File: src/rtl/clkref_pkg.sv
package clkref_pkg;

    typedef enum logic [2:0] {
        ST_OFF   = 3'd0,
        ST_HOLD  = 3'd1,
        ST_FREE  = 3'd2,
        ST_FORCE = 3'd3,
        ST_PRI   = 3'd4,
        ST_SEC   = 3'd5
    } sel_state_t;

    localparam logic [1:0] SRC_NONE = 2'b00;
    localparam logic [1:0] SRC_PRI  = 2'b01;
    localparam logic [1:0] SRC_SEC  = 2'b10;

    localparam logic [1:0] CODE_HOLDOFF = 2'b00;
    localparam logic [1:0] CODE_FREE    = 2'b01;
    localparam logic [1:0] CODE_FORCED  = 2'b10;
    localparam logic [1:0] CODE_TRACK   = 2'b11;

    // automatic choice between the two references
    function automatic sel_state_t pick_ref(input logic up, input logic us, input logic pref_sec);
        if (pref_sec)
            return us ? ST_SEC : (up ? ST_PRI : ST_FREE);
        return up ? ST_PRI : (us ? ST_SEC : ST_FREE);
    endfunction

endpackage

File: src/rtl/clkref_tick.sv
module clkref_tick #(
    parameter int PRESCALE = 4
) (
    input  logic clk,
    input  logic rst_n,
    output logic tick
);
    localparam int PW = (PRESCALE > 1) ? $clog2(PRESCALE) : 1;
    localparam logic [PW-1:0] LAST = PW'(PRESCALE - 1);

    logic [PW-1:0] pcnt;

    always_ff @(posedge clk or negedge rst_n) begin
        if (!rst_n)            pcnt <= '0;
        else if (pcnt == LAST) pcnt <= '0;
        else                   pcnt <= pcnt + 1'b1;
    end

    assign tick = (pcnt == LAST);
endmodule

File: src/rtl/clkref_dbnc.sv
module clkref_dbnc #(
    parameter int CW = 4
) (
    input  logic          clk,
    input  logic          rst_n,
    input  logic          tick,
    input  logic          raw,
    input  logic [CW-1:0] limit,
    output logic          filt
);
    logic [CW-1:0] cnt;
    logic [CW:0]   cnt_inc;

    always_comb cnt_inc = {1'b0, cnt} + 1'b1;

    always_ff @(posedge clk or negedge rst_n) begin
        if (!rst_n) begin
            filt <= 1'b0;
            cnt  <= '0;
        end else if (raw == filt) begin
            cnt <= '0;
        end else if (tick) begin
            if (cnt_inc >= {1'b0, limit}) begin
                filt <= raw;
                cnt  <= '0;
            end else begin
                cnt <= cnt_inc[CW-1:0];
            end
        end
    end

    AST_FILT_ON_TICK: assert property (@(posedge clk) disable iff (!rst_n)
        (filt != $past(filt)) |-> $past(tick));
    AST_FILT_FOLLOWS_RAW: assert property (@(posedge clk) disable iff (!rst_n)
        (filt != $past(filt)) |-> ($past(raw) == filt));
endmodule

File: src/rtl/clkref_hold.sv
module clkref_hold #(
    parameter int HW = 8
) (
    input  logic          clk,
    input  logic          rst_n,
    input  logic          tick,
    input  logic          run,
    input  logic [HW-1:0] limit,
    output logic          done
);
    logic [HW-1:0] hcnt;

    always_ff @(posedge clk or negedge rst_n) begin
        if (!rst_n)              hcnt <= '0;
        else if (!run)           hcnt <= '0;
        else if (tick && !done)  hcnt <= hcnt + 1'b1;
    end

    assign done = run && (hcnt >= limit);

    AST_HOLD_FRESH: assert property (@(posedge clk) disable iff (!rst_n)
        ($rose(run)) |-> (hcnt == '0));
endmodule

File: src/rtl/clkref_sel.sv
module clkref_sel
    import clkref_pkg::*;
#(
    parameter int PRESCALE = 4,
    parameter int HOLD_W   = 8,
    parameter int DBC_W    = 4
) (
    input  logic              clk,
    input  logic              rst_n,
    input  logic              ctl_en,
    input  logic              pri_cfg,
    input  logic              pri_en,
    input  logic              pri_alm,
    input  logic              sec_cfg,
    input  logic              sec_en,
    input  logic              sec_alm,
    input  logic              cmd_pri,
    input  logic              cmd_sec,
    input  logic              cmd_frun,
    input  logic [HOLD_W-1:0] hold_ticks,
    input  logic [DBC_W-1:0]  dbc_ticks,
    output logic [1:0]        sel_src,
    output logic [1:0]        st_code,
    output logic              tracking,
    output logic              sw_evt
);
    localparam int NREF = 2;

    sel_state_t      state, nxt;
    logic            pref_sec, pref_nxt;
    logic            tick, hold_done;
    logic [NREF-1:0] raw_alm, filt_alm;
    logic            up, us;
    logic [1:0]      sel_q;

    clkref_tick #(.PRESCALE(PRESCALE)) u_tick (
        .clk(clk), .rst_n(rst_n), .tick(tick)
    );

    assign raw_alm = {sec_alm, pri_alm};

    for (genvar g = 0; g < NREF; g++) begin : g_dbnc
        clkref_dbnc #(.CW(DBC_W)) u_dbnc (
            .clk(clk), .rst_n(rst_n), .tick(tick),
            .raw(raw_alm[g]), .limit(dbc_ticks), .filt(filt_alm[g])
        );
    end

    clkref_hold #(.HW(HOLD_W)) u_hold (
        .clk(clk), .rst_n(rst_n), .tick(tick),
        .run(state == ST_HOLD), .limit(hold_ticks), .done(hold_done)
    );

    assign up = pri_cfg && pri_en && !filt_alm[0];
    assign us = sec_cfg && sec_en && !filt_alm[1];

    always_comb begin
        nxt      = state;
        pref_nxt = pref_sec;
        if (!ctl_en) begin
            nxt      = ST_OFF;
            pref_nxt = 1'b0;
        end else begin
            unique case (state)
                ST_OFF:  nxt = ST_HOLD;
                ST_HOLD: if (hold_done) nxt = pick_ref(up, us, 1'b0);
                ST_FORCE: begin
                    if (cmd_frun) begin
                        nxt = ST_FORCE;
                    end else if (cmd_sec) begin
                        pref_nxt = 1'b1;
                        nxt      = pick_ref(up, us, 1'b1);
                    end else if (cmd_pri) begin
                        pref_nxt = 1'b0;
                        nxt      = pick_ref(up, us, 1'b0);
                    end
                end
                ST_FREE, ST_PRI, ST_SEC: begin
                    if (cmd_frun) begin
                        nxt = ST_FORCE;
                    end else if (cmd_sec) begin
                        pref_nxt = 1'b1;
                        nxt      = pick_ref(up, us, 1'b1);
                    end else if (cmd_pri) begin
                        pref_nxt = 1'b0;
                        nxt      = pick_ref(up, us, 1'b0);
                    end else begin
                        nxt = pick_ref(up, us, pref_sec);
                    end
                end
                default: nxt = ST_OFF;
            endcase
        end
    end

    always_ff @(posedge clk or negedge rst_n) begin
        if (!rst_n) begin
            state    <= ST_OFF;
            pref_sec <= 1'b0;
            sel_q    <= SRC_NONE;
        end else begin
            state    <= nxt;
            pref_sec <= pref_nxt;
            sel_q    <= sel_src;
        end
    end

    always_comb begin
        unique case (state)
            ST_PRI:   begin sel_src = SRC_PRI;  st_code = CODE_TRACK;   end
            ST_SEC:   begin sel_src = SRC_SEC;  st_code = CODE_TRACK;   end
            ST_FREE:  begin sel_src = SRC_NONE; st_code = CODE_FREE;    end
            ST_FORCE: begin sel_src = SRC_NONE; st_code = CODE_FORCED;  end
            default:  begin sel_src = SRC_NONE; st_code = CODE_HOLDOFF; end
        endcase
        tracking = (sel_src != SRC_NONE);
        sw_evt   = (sel_src != sel_q);
    end

    AST_OFF_WHEN_DIS: assert property (@(posedge clk) disable iff (!rst_n)
        !ctl_en |=> (st_code == CODE_HOLDOFF && sel_src == SRC_NONE));
    AST_HOLD_ENTRY: assert property (@(posedge clk) disable iff (!rst_n)
        (state == ST_OFF && ctl_en) |=> (state == ST_HOLD));
    AST_PRI_USABLE: assert property (@(posedge clk) disable iff (!rst_n)
        (sel_src == SRC_PRI) |-> $past(pri_cfg && pri_en));
    AST_NO_SEC_UNCFG: assert property (@(posedge clk) disable iff (!rst_n)
        (sel_src == SRC_SEC) |-> $past(sec_cfg));
    AST_FORCE_HOLDS: assert property (@(posedge clk) disable iff (!rst_n)
        (state == ST_FORCE && ctl_en && !cmd_pri && !cmd_sec) |=> (state == ST_FORCE));
    AST_EVT_ON_CHANGE: assert property (@(posedge clk) disable iff (!rst_n)
        sw_evt |-> (sel_src != $past(sel_src)));
    AST_SEL_ONEHOT0: assert property (@(posedge clk) disable iff (!rst_n)
        $onehot0(sel_src));
endmodule

File: config.mk
export PLATFORM = sky130hd
export DESIGN_NAME = clkref_sel
export DESIGN_NICKNAME = d
export VERILOG_FILES = /design/src/rtl/clkref_pkg.sv /design/src/rtl/clkref_tick.sv /design/src/rtl/clkref_dbnc.sv /design/src/rtl/clkref_hold.sv /design/src/rtl/clkref_sel.sv
export SDC_FILE = /design/constraint.sdc
export NUM_CORES = 1
export LEC_CHECK = 0
export ABC_AREA = 0
export ABC_CLOCK_PERIOD_IN_PS = 5000
export BUFFER_PORTS_ARGS = -buffer_cell sky130_fd_sc_hd__buf_4
export CAP_MARGIN = 30
export CORE_MARGIN = 2
export CORE_UTILIZATION = 52
export CTS_CLUSTER_DIAMETER = 120
export DETAILED_ROUTE_END_ITERATION = 8
export GPL_TIMING_DRIVEN = 0
export PLACE_DENSITY = 0.79
export RECOVER_POWER = 100
export SYNTH_ARGS = -nofsm -noshare
export SYNTH_HDL_FRONTEND = slang
export SYNTH_HIERARCHICAL = 1
export SYNTH_SLANG_ARGS = --single-unit
File: constraint.sdc
create_clock -name clk -period 5 [get_ports clk]
set_input_delay 1 -clock clk [delete_from_list [all_inputs] [get_ports clk]]
set_output_delay 1 -clock clk [all_outputs]
set_load 0.01 [all_outputs]
# [After elaboration in Yosys (flattened, before gate mapping)]
# Cells that the tools add are included.
[totals] register_bits=26 in_bits=24 out_inout_bits=6 elab_cells=98
[classes] add_sub_neg=4 n_lt_le_gt_ge=3 eq_ne=15 n_mux=45 bitwise=2 reduce_logical=20
[ops] operator="3-bit 2-to-1 mux" n=16
[ops] operator="4-bit 2-to-1 mux" n=6
[ops] operator="1-bit 2-to-1 mux" n=17
[ops] operator="8-bit 2-to-1 mux" n=2
[ops] operator="3-bit case mux with 4 select lines" n=1
[ops] operator="4-bit by 1-bit adder with 5-bit output (second input constant)" n=2
[ops] operator="5-bit by 4-bit greater-or-equal comparator with 1-bit output" n=2
[ops] operator="3-bit AND reduction" n=3
[ops] operator="8-bit by 1-bit adder with 8-bit output (second input constant)" n=1
[ops] operator="8-bit greater-or-equal comparator" n=1
[ops] operator="3-bit by 2-bit equality test with 1-bit output (second input constant)" n=2
[ops] operator="3-bit equality test (second input constant)" n=2
[ops] operator="1-bit logical AND" n=6
[ops] operator="2-bit inequality test (second input constant)" n=3
[ops] operator="2-bit case mux with 3 select lines" n=1
[ops] operator="2-bit nonzero test" n=3
[ops] operator="5-bit inequality test (second input constant)" n=1
[ops] operator="2-bit case mux with 2 select lines" n=1
[ops] operator="4-bit OR reduction" n=1
[ops] operator="3-bit by 1-bit equality test with 1-bit output (second input constant)" n=1
[ops] operator="1-bit zero test" n=3
[ops] operator="3-bit zero test" n=1
[ops] operator="3-bit by 1-bit inequality test with 1-bit output (second input constant)" n=1
[ops] operator="3-bit inequality test (second input constant)" n=1
[ops] operator="9 further kinds" n=11

# [Logic depth before layout (Yosys ltp)]
# Gate-level depths: netlist (run 1).
[logic_depth] depth_word=12 depth_mapped=10 depth_no_buf=10

# [Hierarchy]
# Netlist (run 1), hierarchy kept.
[by_module_without_submodules] module="clkref_dbnc" instances=2 cells_each=41 area_each_um2=380.4 seq_area_each_um2=125.1
[by_module_without_submodules] module="clkref_hold" instances=1 cells_each=67 area_each_um2=626.9 seq_area_each_um2=200.2
[by_module_without_submodules] module="clkref_sel" instances=1 cells_each=59 area_each_um2=495.5 seq_area_each_um2=150.1
[by_module_without_submodules] module="clkref_tick" instances=1 cells_each=4 area_each_um2=66.3 seq_area_each_um2=50.0

# [Worst setup path before layout (run 1)]
# OpenSTA, ideal clock, no wires.
[synth_path] path_type="input-to-reg" start="input port hold_ticks[2]" end="register state[1]" setup_ps=134 arrival_ps=2708 required_ps=4866 setup_slack_ps=2158 cell_stages=10 n_path_buf=0 path_cell_list="inv_1 > ha_1 > o211a_1 > a211oi_1 > o31ai_1 > and2_1 > a211oi_1 > nor2_1 > o21ai_0 > o22ai_1"
[synth_between] elab_chain_len=4
[synth_lines] element="from (decl)" line_no="clkref_sel.sv:20" source="input logic [HOLD_W-1:0] hold_ticks,"
[synth_lines] element="8-bit greater-or-equal comparator" line_no="clkref_hold.sv:19" source="assign done = run && (hcnt >= limit);"
[synth_lines] element="1-bit logical AND" line_no="clkref_hold.sv:19"
[synth_lines] element="named net hold_done" line_no="clkref_sel.sv:31" source="logic tick, hold_done;"
[synth_lines] element="3-bit inequality test (no source line)"
[synth_lines] element="2-bit AND reduction (no source line)"
[synth_lines] element="to (signal assigned)" line_no="clkref_sel.sv:102" source="state <= nxt;"
[synth_lines] element="to (decl)" line_no="clkref_sel.sv:29" source="sel_state_t state, nxt;"
# The timed path passes the listed nets, and every way through them passes these cells.
# A chain may end at the register's enable or synchronous reset.

# [Worst setup path after layout (run 1)]
[layout_path] start="input port hold_ticks[4]" end="register u_hold.hcnt[3]"
[layout_between] elab_chain_len=5
[layout_lines] element="8-bit greater-or-equal comparator" line_no="clkref_hold.sv:19"
[layout_lines] element="1-bit logical AND" line_no="clkref_hold.sv:19"
[layout_lines] element="1-bit zero test" line_no="clkref_hold.sv:16" source="else if (tick && !done) hcnt <= hcnt + 1'b1;"
[layout_lines] element="1-bit logical AND" line_no="clkref_hold.sv:16"
[layout_lines] element="2-bit inequality test (no source line)"
[layout_lines] element="to (signal assigned)" line_no="clkref_hold.sv:16"
[layout_lines] element="to (decl)" line_no="clkref_hold.sv:11" source="logic [HW-1:0] hcnt;"
# Every way passes these cells.

==> results of run 1 <==
layout make-up:
type / instances / area, µm²
well taps: 48 / 60.1
fillers: 341 / 1440
multi-input cells: 163 / 1150
flip-flops and latches: 26 / 651
plain buffers: 2 / 8.76
repair buffers: 29 / 191
inverters: 21 / 78.8
clock buffers: 4 / 55.1
through the flow:
stage	utilization	area (µm²)	setup WS, ps	hold WS, ps	cells
2_1_floorplan	-	1950	2160	403	212
3_3_place_gp	0.613	2230	1860	418	289
3_5_place_dp	0.613	2230	1820	417	289
4_1_cts	0.628	2280	2110	430	293
5_1_grt	0.605	2200	1610	441	293
6_report	0.605	2200	1880	426	293
worst register-to-register path, cell delays in order (launching register included):
cell and delay (ps):
dfrtp_1 460, ha_1 310, o211a_1 140, a211oi_1 60, o311ai_0 1230, o21ai_0 240, a21oi_1 220
power groups by stage:
stage / Combinational [mW] / Clock, mW / Sequential, mW
detailed placement: 0.130 / 0 / 0.249
global route: 0.135 / 0.153 / 0.249
global placement: 0.126 / 0 / 0.248
finish: 0.119 / 0.138 / 0.245
floorplan: 0.0914 / 0 / 0.243
CTS: 0.130 / 0.142 / 0.245
flip-flops by register name, indices dropped and copies added (netlist names):
signal,cells
g_dbnc.u_dbnc/filt,2
u_hold/hcnt,8
state,3
u_tick/pcnt,2
sel_q,2
g_dbnc.u_dbnc/cnt,8
pref_sec,1
cells by family (layout without fill, tap and decap cells):
family,count (synthesis),in the layout,synth area share
adder cells (fa/ha/maj),23,23,0.148
AND/OR/NAND/NOR,76,76,0.214
AO/OA/AOI/OAI,48,48,0.180
multiplexers,2,2,0.0154
buffers and inverters,23,56,0.0456
XOR/XNOR,14,14,0.0629
flip-flops,26,26,0.334
layout by cell type (no fill, tap or decap), types with 2 or more instances in the layout:
| cell type | netlist | routed |
|---|---|---|
| a21oi_1 | 7 | 8 |
| nand3_1 | 10 | 10 |
| a21o_1 | 3 | 3 |
| a31oi_1 | 4 | 6 |
| or4_1 | 1 | 2 |
| clkbuf_4 | 0 | 2 |
| or3_1 | 5 | 5 |
| o22ai_1 | 3 | 5 |
| a211oi_1 | 2 | 2 |
| o21ai_1 | 2 | 2 |
| mux2_4 | 2 | 2 |
| xor2_1 | 7 | 7 |
| nor2_1 | 10 | 10 |
| o31ai_1 | 2 | 2 |
| dfrtp_1 | 26 | 26 |
| ha_1 | 23 | 23 |
| and3_1 | 2 | 2 |
| inv_1 | 20 | 21 |
| nand2_1 | 19 | 19 |
| nand2b_1 | 6 | 6 |
| nor3_1 | 4 | 4 |
| clkbuf_8 | 0 | 4 |
| o21ai_0 | 13 | 13 |
| nand4_1 | 2 | 2 |
| nor2b_1 | 3 | 3 |
| buf_4 | 0 | 20 |
| xnor2_1 | 7 | 7 |
| clkbuf_1 | 0 | 8 |
final timing paths:
kind	startpoint	endpoint	slack (ps)
max	hold_ticks[4]	u_hold/hcnt[3]$_DFFE_PN0P_	1880
max reg2reg	u_hold/hcnt[2]$_DFFE_PN0P_	u_hold/hcnt[3]$_DFFE_PN0P_	2260
min	u_tick/pcnt[0]$_DFF_PN0_	u_tick/pcnt[0]$_DFF_PN0_	430
max in group asynchronous	rst_n	g_dbnc[0].u_dbnc/cnt[0]$_DFFE_PN0P_	3180
min in group asynchronous	rst_n	u_hold/hcnt[7]$_DFFE_PN0P_	1010
min reg2reg	u_tick/pcnt[0]$_DFF_PN0_	u_tick/pcnt[0]$_DFF_PN0_	430
routing by layer:
| metal | up-vias | GRT usage | part of all wire |
|---|---|---|---|
| met4 | 0 | 0.0729 | 0.012 |
| met1 | 776 | 0.245 | 0.45 |
| met3 | 4 | 0.0325 | 0.040 |
| li1 | 824 | - | - |
| met2 | 36 | 0.329 | 0.49 |
| met5 | - | 0 | 0 |
==> impl_metrics.toml, run 1 <==
[hold_path]
hp-class = "reg2reg"
holdPathStages = 1

[power_and_ir_drop]
power_uw = 501
vdd_drop_max_uv = 143
combinationalPowerShare = 0.237
power.internal_uw = 352
swShare = 0.297
seqPwrFrac = 0.488
netSwitchingPower_uw = 149
leakagePower_nw = 1.09
power.share.clock = 0.275
power_density_nw_per_um2 = 228

[placement]
gp_congestion = 0.865
place_hpwl_um = 2900
portBuffers = 29

[final_layout]
area_growth_pct = 12.7
nets = 293
drive_gt1_frac = 0.143
n_antenna_cell = 0

[clock_network]
cts_buffers = 3
clock-sinks = 26
insertion_delay_ps = 270
cts_setup_buffers = 0
cts.reportedPaths.clkPinSlew_ps = 90
hold_buffers = 0
cts_root_buffer = "clkbuf_8"
h-tree-depth = 1
cts_tree = "built"
clockBufferDepth = 2
ctsResizeCount = 0

[global_routing]
first_global_vias = 1506
antenna_found_initial = 0
overflow = 0
track_usage = 0.193
grt_max_degree = 27
grt_pass1_wl_um = 6490

[yosys]
yosys_warnings = 6
yosysTopAreaCell = "dfrtp_1"
synth.most_common_cell = "dfrtp_1"
async_flop_share = 1.00
syn_area_per_cell_um2 = 9.20
yosysUniqueCellTypes = 49
yosys-top-cells-count = "dfrtp_1 (26), ha_1 (23), inv_1 (20)"
synth_edf_count = 0
syn_nets = 259
ys_ff_latch = 26
yosysTopAreaCellShare = 0.334
synth_area_leaders = "dfrtp_1 (33%), ha_1 (15%), inv_1 (3.9%), nand2_1 (3.7%), o21ai_0 (3.3%)"
synth_flop_cell = "dfrtp_1"
yosysSeqAreaShare = 0.334
synthCells = 212
netlist_area_um2 = 1950

[detailed_routing]
ant_nets = 0
vias_per_cell = 5.60
firstDrtPassIters = 4
wl_per_cell_um = 12.8
first_iter_violations = 102
dr_total_vias = 1640
finalWirelength_um = 3740
route.detailed.drc = 0

[timing]
slew-limit-headroom = 0.000739
min_period_ps = 3120
fmax_mhz = 321
rsz0062_at_grt = "false"
tightest_slew_ps = 1480
final.setup.tns_ps = 0
finalCritPeriodShare = 0.624
slew_violations = 0
clock_skew_ps = 4.73
finalSetupViolCount = 0
hold_viol = 0

[floorplanning]
coreArea_um2 = 3630
start_util = 0.537
die_y_um = 65.2
fp.dieW_um = 65.2
die_area_um2 = 4250
ios = 30
rows = 22

[critical_path]
cp_max_fo = 9
path_class = "in2reg"
cp.required_ps = 5190
cp-start-kind = "input pin"
crit_cells = 8
slowest_delay_ps = 1230
path_cells = "clkbuf_4, inv_1, ha_1, o211a_1, a211oi_1, o311ai_0, o21ai_0, a21oi_1"
slowest_stage = "o311ai_0"
cp_top_family = "compound AO/OA/AOI/OAI gates"
reg2reg_depth = 6
crit_arrival_ps = 3310
end_kind = "flop"
crit_buf_inv = 2

[outcome]
status = "complete, but fails checks"
violations = "capacitance limit"

[flow_run]
drv_cap = 1
(Power assumes the default switching activity.)
==> inputs of run 2 (changes only) <==
--- a/config.mk
+++ b/config.mk
@@ -5,8 +5,8 @@
 export SDC_FILE = /design/constraint.sdc
 export NUM_CORES = 1
 export LEC_CHECK = 0
-export ABC_AREA = 0
-export ABC_CLOCK_PERIOD_IN_PS = 5000
+export ABC_AREA = 1
+export ABC_CLOCK_PERIOD_IN_PS = 2600
 export BUFFER_PORTS_ARGS = -buffer_cell sky130_fd_sc_hd__buf_4
 export CAP_MARGIN = 30
 export CORE_MARGIN = 2
@@ -14,7 +14,7 @@
 export CTS_CLUSTER_DIAMETER = 120
 export DETAILED_ROUTE_END_ITERATION = 8
 export GPL_TIMING_DRIVEN = 0
-export PLACE_DENSITY = 0.79
+export PLACE_DENSITY = 0.81
 export RECOVER_POWER = 100
 export SYNTH_ARGS = -nofsm -noshare
 export SYNTH_HDL_FRONTEND = slang
==> constraint.sdc (replaced) <==
create_clock -name clk -period 2.6 [get_ports clk]
set_input_delay 0.52 -clock clk [delete_from_list [all_inputs] [get_ports clk]]
set_output_delay 0.52 -clock clk [all_outputs]
set_load 0.01 [all_outputs]
==> run 2 against run 1 <==
Compared with the run above: synthesized cell count is 39% higher; worst hold slack better by 35 ps; sequential cell count stayed put; the run now ends clean; power is 130% higher; largest power group unchanged; combinational power grew to 3.8 times the previous value; core utilization is 0.29 points lower; critical path type is now reg2out.
==> impl_metrics.toml, run 2 <==
[outcome]
status = "completed"

[detailed_routing]
route.detailed.drc = 0
first_iter_violations = 55
ant_nets = 0
vias_per_cell = 4.95
wl_met1_um = 1790
route.met3.wl_um = 129
dr_wl_met2_um = 1940
dr_total_vias = 1866
finalWirelength_um = 3890
wl_per_cell_um = 10.3
firstDrtPassIters = 4
highest_layer = "met4"

[yosys]
yosys-top-cells-count = "nand2_1 (84), inv_1 (54), dfrtp_1 (26)"
yosysSeqAreaShare = 0.307
yosysTopAreaCellShare = 0.307
synth_flop_cell = "dfrtp_1"
async_flop_share = 1.00
synthCells = 295
syn_nets = 342
ys_ff_latch = 26
synth.most_common_cell = "nand2_1"
yosysTopAreaCell = "dfrtp_1"
yosysUniqueCellTypes = 30
syn_area_per_cell_um2 = 7.18
synth_area_leaders = "dfrtp_1 (31%), nand2_1 (15%), ha_1 (14%), inv_1 (9.6%), nand3_1 (5.7%)"
synth_edf_count = 0
netlist_area_um2 = 2120
yosys_warnings = 6

[timing]
rsz0062_at_grt = "false"
slew_violations = 0
timing.final.ws_setup_ps = 431
fmax_mhz = 461
tightest_slew_ps = 1460
finalSetupViolCount = 0
whs_ps = 461
slew-limit-headroom = 0.0268
clock_skew_ps = 3.72
min_period_ps = 2170
final.setup.tns_ps = 0
finalCritPeriodShare = 0.834
hold_viol = 0

[placement]
placed_cells = 374
portBuffers = 29
dpl_cell_area_um2 = 2400
place_hpwl_um = 3020
gp_congestion = 0.846
dp_slack_ps = 562

[critical_path]
cp.required_ps = 2080
path_cells = "inv_1, ha_1, nand3_1, or2_0, nand3_1, clkbuf_1"
cp_max_fo = 5
slowest_delay_ps = 440
end_kind = "primary output"
crit_buf_inv = 2
crit_arrival_ps = 1650
crit_cells = 6
cp_top_family = "flip-flops"
reg2reg_depth = 12
path_common_cell = "nand3_1"
cp-start-kind = "flop"
slowest_stage = "dfrtp_1"
path_class = "reg2out"

[final_layout]
nets = 376
final_util = 0.602
final_cell_mix = "nand2_1 (88), inv_1 (55), dfrtp_1 (26), nand3_1 (24), buf_4 (24)"
n_antenna_cell = 0
area_growth_pct = 12.8
nFillCells = 405
largestRegisters = "g_dbnc.u_dbnc/cnt (8), u_hold/hcnt (8), state (3)"
fin_area_um2 = 2390
stdcell_count = 377
area.sequential_um2 = 651
layout_commonest_cell = "nand2_1"
multi_input_area_um2 = 1200
drive_gt1_frac = 0.147

[global_routing]
antenna_found_initial = 0
overflow = 0
first_global_vias = 1604
grt_max_degree = 27
grt_pass1_wl_um = 6370
track_usage = 0.178

[flow_run]
drv_cap = 0

[clock_network]
cts.reportedPaths.clkPinSlew_ps = 90
hold_buffers = 0
cts_buffers = 3
cts_root_buffer = "clkbuf_8"
h-tree-depth = 1
clock-sinks = 26
ctsResizeCount = 0
clockBufferDepth = 2
cts_setup_buffers = 0
cts_tree = "built"
insertion_delay_ps = 270

[power_and_ir_drop]
power_mw = 1.18
leakagePower_nw = 1.42
power_density_nw_per_um2 = 493
vdd_drop_max_uv = 353

[floorplanning]
die_area_um2 = 4600
die_y_um = 67.8
rows = 23
fp.dieW_um = 67.8
start_util = 0.534
coreArea_um2 = 3970
ios = 30

[hold_path]
hp-class = "reg2reg"
holdPathStages = 1
run 2: worst paths after layout:
| path | startpoint | endpoint | slack, ps |
|---|---|---|---|
| setup / recovery | state[1]$_DFFE_PN0P_ | sw_evt | 430 |
| min in group asynchronous | rst_n | pref_sec$_DFFE_PN0P_ | 580 |
| max in group asynchronous | rst_n | u_hold/hcnt[1]$_DFFE_PN0P_ | 1170 |
| setup reg to reg | state[1]$_DFFE_PN0P_ | state[1]$_DFFE_PN0P_ | 540 |
| hold reg to reg | u_tick/pcnt[0]$_DFF_PN0_ | u_tick/pcnt[0]$_DFF_PN0_ | 460 |
| hold / removal | u_tick/pcnt[0]$_DFF_PN0_ | u_tick/pcnt[0]$_DFF_PN0_ | 460 |
run 2: area by class of cell:
type	instances	share of cell area
multi-input cells	206	0.502
repair buffers	29	0.0817
inverters	60	0.0942
flip-flops and latches	26	0.272
clock buffers	3	0.0173
well taps	50	0.0262
plain buffers	3	0.00628
run 2: cell families after synthesis:
logic type / count (synthesis) / share of synthesized area
AO/OA/AOI/OAI: 20 / 0.0573
XOR/XNOR: 7 / 0.0360
adder cells (fa/ha/maj): 23 / 0.136
buffers and inverters: 63 / 0.114
flip-flops: 26 / 0.307
AND/OR/NAND/NOR: 156 / 0.350
run 2: where the power goes:
| part | total, mW | internal [mW] | switching [mW] |
|---|---|---|---|
| logic | 0.448 | 0.165 | 0.283 |
| registers | 0.504 | 0.448 | 0.0564 |
| clock network | 0.225 | 0.104 | 0.121 |
| total | 1.18 | 0.716 | 0.461 |
run 2: per-layer routing:
metal	track usage	vias up
met3	0.0197	4
met2	0.325	36
met5	0	-
met1	0.224	841
li1	-	985
met4	0.0450	0
==> inputs of run 3 (changes only) <==
--- a/config.mk
+++ b/config.mk
@@ -6,7 +6,7 @@
 export NUM_CORES = 1
 export LEC_CHECK = 0
 export ABC_AREA = 1
-export ABC_CLOCK_PERIOD_IN_PS = 2600
+export ABC_CLOCK_PERIOD_IN_PS = 2100
 export BUFFER_PORTS_ARGS = -buffer_cell sky130_fd_sc_hd__buf_4
 export CAP_MARGIN = 30
 export CORE_MARGIN = 2
@@ -14,7 +14,7 @@
 export CTS_CLUSTER_DIAMETER = 120
 export DETAILED_ROUTE_END_ITERATION = 8
 export GPL_TIMING_DRIVEN = 0
-export PLACE_DENSITY = 0.81
+export PLACE_DENSITY = 0.78
 export RECOVER_POWER = 100
 export SYNTH_ARGS = -nofsm -noshare
 export SYNTH_HDL_FRONTEND = slang
==> constraint.sdc (replaced) <==
create_clock -name clk -period 2.1 [get_ports clk]
set_input_delay 0.42 -clock clk [delete_from_list [all_inputs] [get_ports clk]]
set_output_delay 0.42 -clock clk [all_outputs]
set_load 0.01 [all_outputs]
==> run 3 against run 2 <==
Compared with the run above: sequential cell count is the same; combinational power grew 26%; final cell count grew 0.27%; count of clock-buffer cells in the layout is the same; cell area grew 1.8%; sequential share of layout area shrank 0.39 points; core utilization grew 1.1 points; non-clock buffer count is the same; global-route usage grew 0.79 points; clock power grew 88%; sequential power grew 24%; largest cell class unchanged; largest power group unchanged.
==> impl_metrics.toml, run 3 (synthesized netlist as in run 2, its figures left out) <==
[final_layout]
largestRegisters = "g_dbnc.u_dbnc/cnt (8), u_hold/hcnt (8), state (3)"
nets = 376
layout_commonest_cell = "nand2_1"
area_growth_pct = 14.8
drive_gt1_frac = 0.171
nFillCells = 380
final_cell_mix = "nand2_1 (87), inv_1 (54), nand3_1 (24), dfrtp_1 (24)"
n_antenna_cell = 0
fin_area_um2 = 2430

[critical_path]
rrSetupSlack_ps = 220
worstReg2RegEnd = "state[1]$_DFFE_PN0P_"
slowest_stage = "dfrtp_1"
r2r-start = "u_hold/hcnt[3]$_DFFE_PN0P_"
path_common_cell = "nand3_1"
reg2reg_depth = 13
crit_arrival_ps = 1540
cp-start-kind = "flop"
path_cells = "inv_2, ha_1, nand3_1, or2_0, nand3_1, clkbuf_2"
cp_max_fo = 5
slowest_delay_ps = 450
path_class = "reg2out"
end_kind = "primary output"
cp.required_ps = 1680

[detailed_routing]
route.detailed.drc = 0
vias_per_cell = 4.85
finalWirelength_um = 3950
ant_nets = 0
firstDrtPassIters = 4
dr_total_vias = 1834
wl_per_cell_um = 10.4
first_iter_violations = 71

[global_routing]
track_usage = 0.186
antenna_found_initial = 0
first_global_vias = 1651
grt_max_degree = 27
overflow = 0
grt_pass1_wl_um = 6620

[timing]
hold_viol = 0
finalSetupViolCount = 0
rsz0062_at_grt = "false"
slew-limit-headroom = 0.0426
timing.final.ws_setup_ps = 137
tightest_slew_ps = 1440
finalCritPeriodShare = 0.935
fmax_mhz = 509
whs_ps = 399
slew_violations = 0
min_period_ps = 1960
final.setup.tns_ps = 0
clock_skew_ps = 4.93

[power_and_ir_drop]
vdd_drop_max_uv = 408
netSwitchingPower_uw = 594
power_density_nw_per_um2 = 662
combinationalPowerShare = 0.350
leakagePower_nw = 1.43
seqPwrFrac = 0.388
power.share.clock = 0.263
power.internal_mw = 1.02
swShare = 0.369

[floorplanning]
ios = 30
start_util = 0.534
rows = 23
die_y_um = 67.8
die_area_um2 = 4600
coreArea_um2 = 3970
fp.dieW_um = 67.8

[clock_network]
insertion_delay_ps = 270
clock-sinks = 26
clockBufferDepth = 2
cts_root_buffer = "clkbuf_8"
cts.reportedPaths.clkPinSlew_ps = 100
cts_setup_buffers = 0
h-tree-depth = 1
cts_tree = "built"
cts_buffers = 3

[placement]
place_hpwl_um = 3160
portBuffers = 29
dp_slack_ps = 116
gp_congestion = 0.829
dpl_cell_area_um2 = 2400

[hold_path]
holdPathStages = 3
hp-class = "in2reg"
min_from = "pri_alm"
hold_end = "g_dbnc[0].u_dbnc/filt$_DFFE_PN0P_"

[outcome]
status = "completed"

[flow_run]
drv_cap = 0
[run 3: changes by cell type in the layout (fill, tap and decap cells not counted), moves of 2 or more]
cell / change
clkbuf_2: +2
dfrtp_1: -2
nor2_1: -2
dfrtp_2: +2
[run 3: routing by layer]
layer,GRT usage,share of wire,up-vias
met1,0.231,0.47,813
li1,-,-,986
met2,0.341,0.49,33
met5,0,0,-
met4,0.0525,0.0058,0
met3,0.0197,0.037,2
[run 3: through the flow]
stage,utilization,power (mW),instances
after floorplan,-,1.05,295
after global placement,0.604,1.20,374
after detailed placement,0.604,1.22,374
after CTS,0.622,1.64,378
after global routing,0.613,1.73,378
final,0.613,1.61,378
[run 3: cell type report]
type                            instances  area, µm²  area share
Buffer                                  3       16.3     0.00668
Tap cell                               50       62.6      0.0257
Clock inverter                          1       30.0      0.0123
Inverter                               60        225      0.0925
Timing Repair Buffer                   29        193      0.0792
Multi-Input combinational cell        206       1210       0.498
Sequential cell                        26        653       0.268
Clock buffer                            3       41.3      0.0170
[run 3: repair_timing]
item / 4_1_cts / 5_1_grt
endpoints found under the hold margin: 0 / 0
resized for setup: 0 / 2
hold buffers: 0 / 0
endpoints found under the setup margin: 0 / 2
[run 3: worst max path at each step]
stage | from | to | cells past startpoint
detailed placement | hold_ticks[3] | state[1]$_DFFE_PN0P_ | 15
floorplan | hold_ticks[7] | state[1]$_DFFE_PN0P_ | 13
finish | state[1]$_DFFE_PN0P_ | sw_evt | 6
global placement | hold_ticks[7] | state[1]$_DFFE_PN0P_ | 14
CTS | state[2]$_DFFE_PN0P_ | sw_evt | 5
global route | u_hold/hcnt[3]$_DFFE_PN0P_ | state[0]$_DFFE_PN0P_ | 15
[run 3: critical path: cells and delay by family, from the launching register on]
kind / cells / cell delay, ps
flops: 1 / 450
simple gates: 3 / 410
buf+inv: 2 / 250
fa+ha+maj: 1 / 170
[run 3: power groups by stage]
stage	registers [mW]	logic (mW)	clock network, mW
floorplan	0.620	0.427	0
global placement	0.633	0.566	0
detailed placement	0.636	0.586	0
CTS	0.625	0.590	0.428
global route	0.633	0.657	0.444
finish	0.624	0.563	0.423
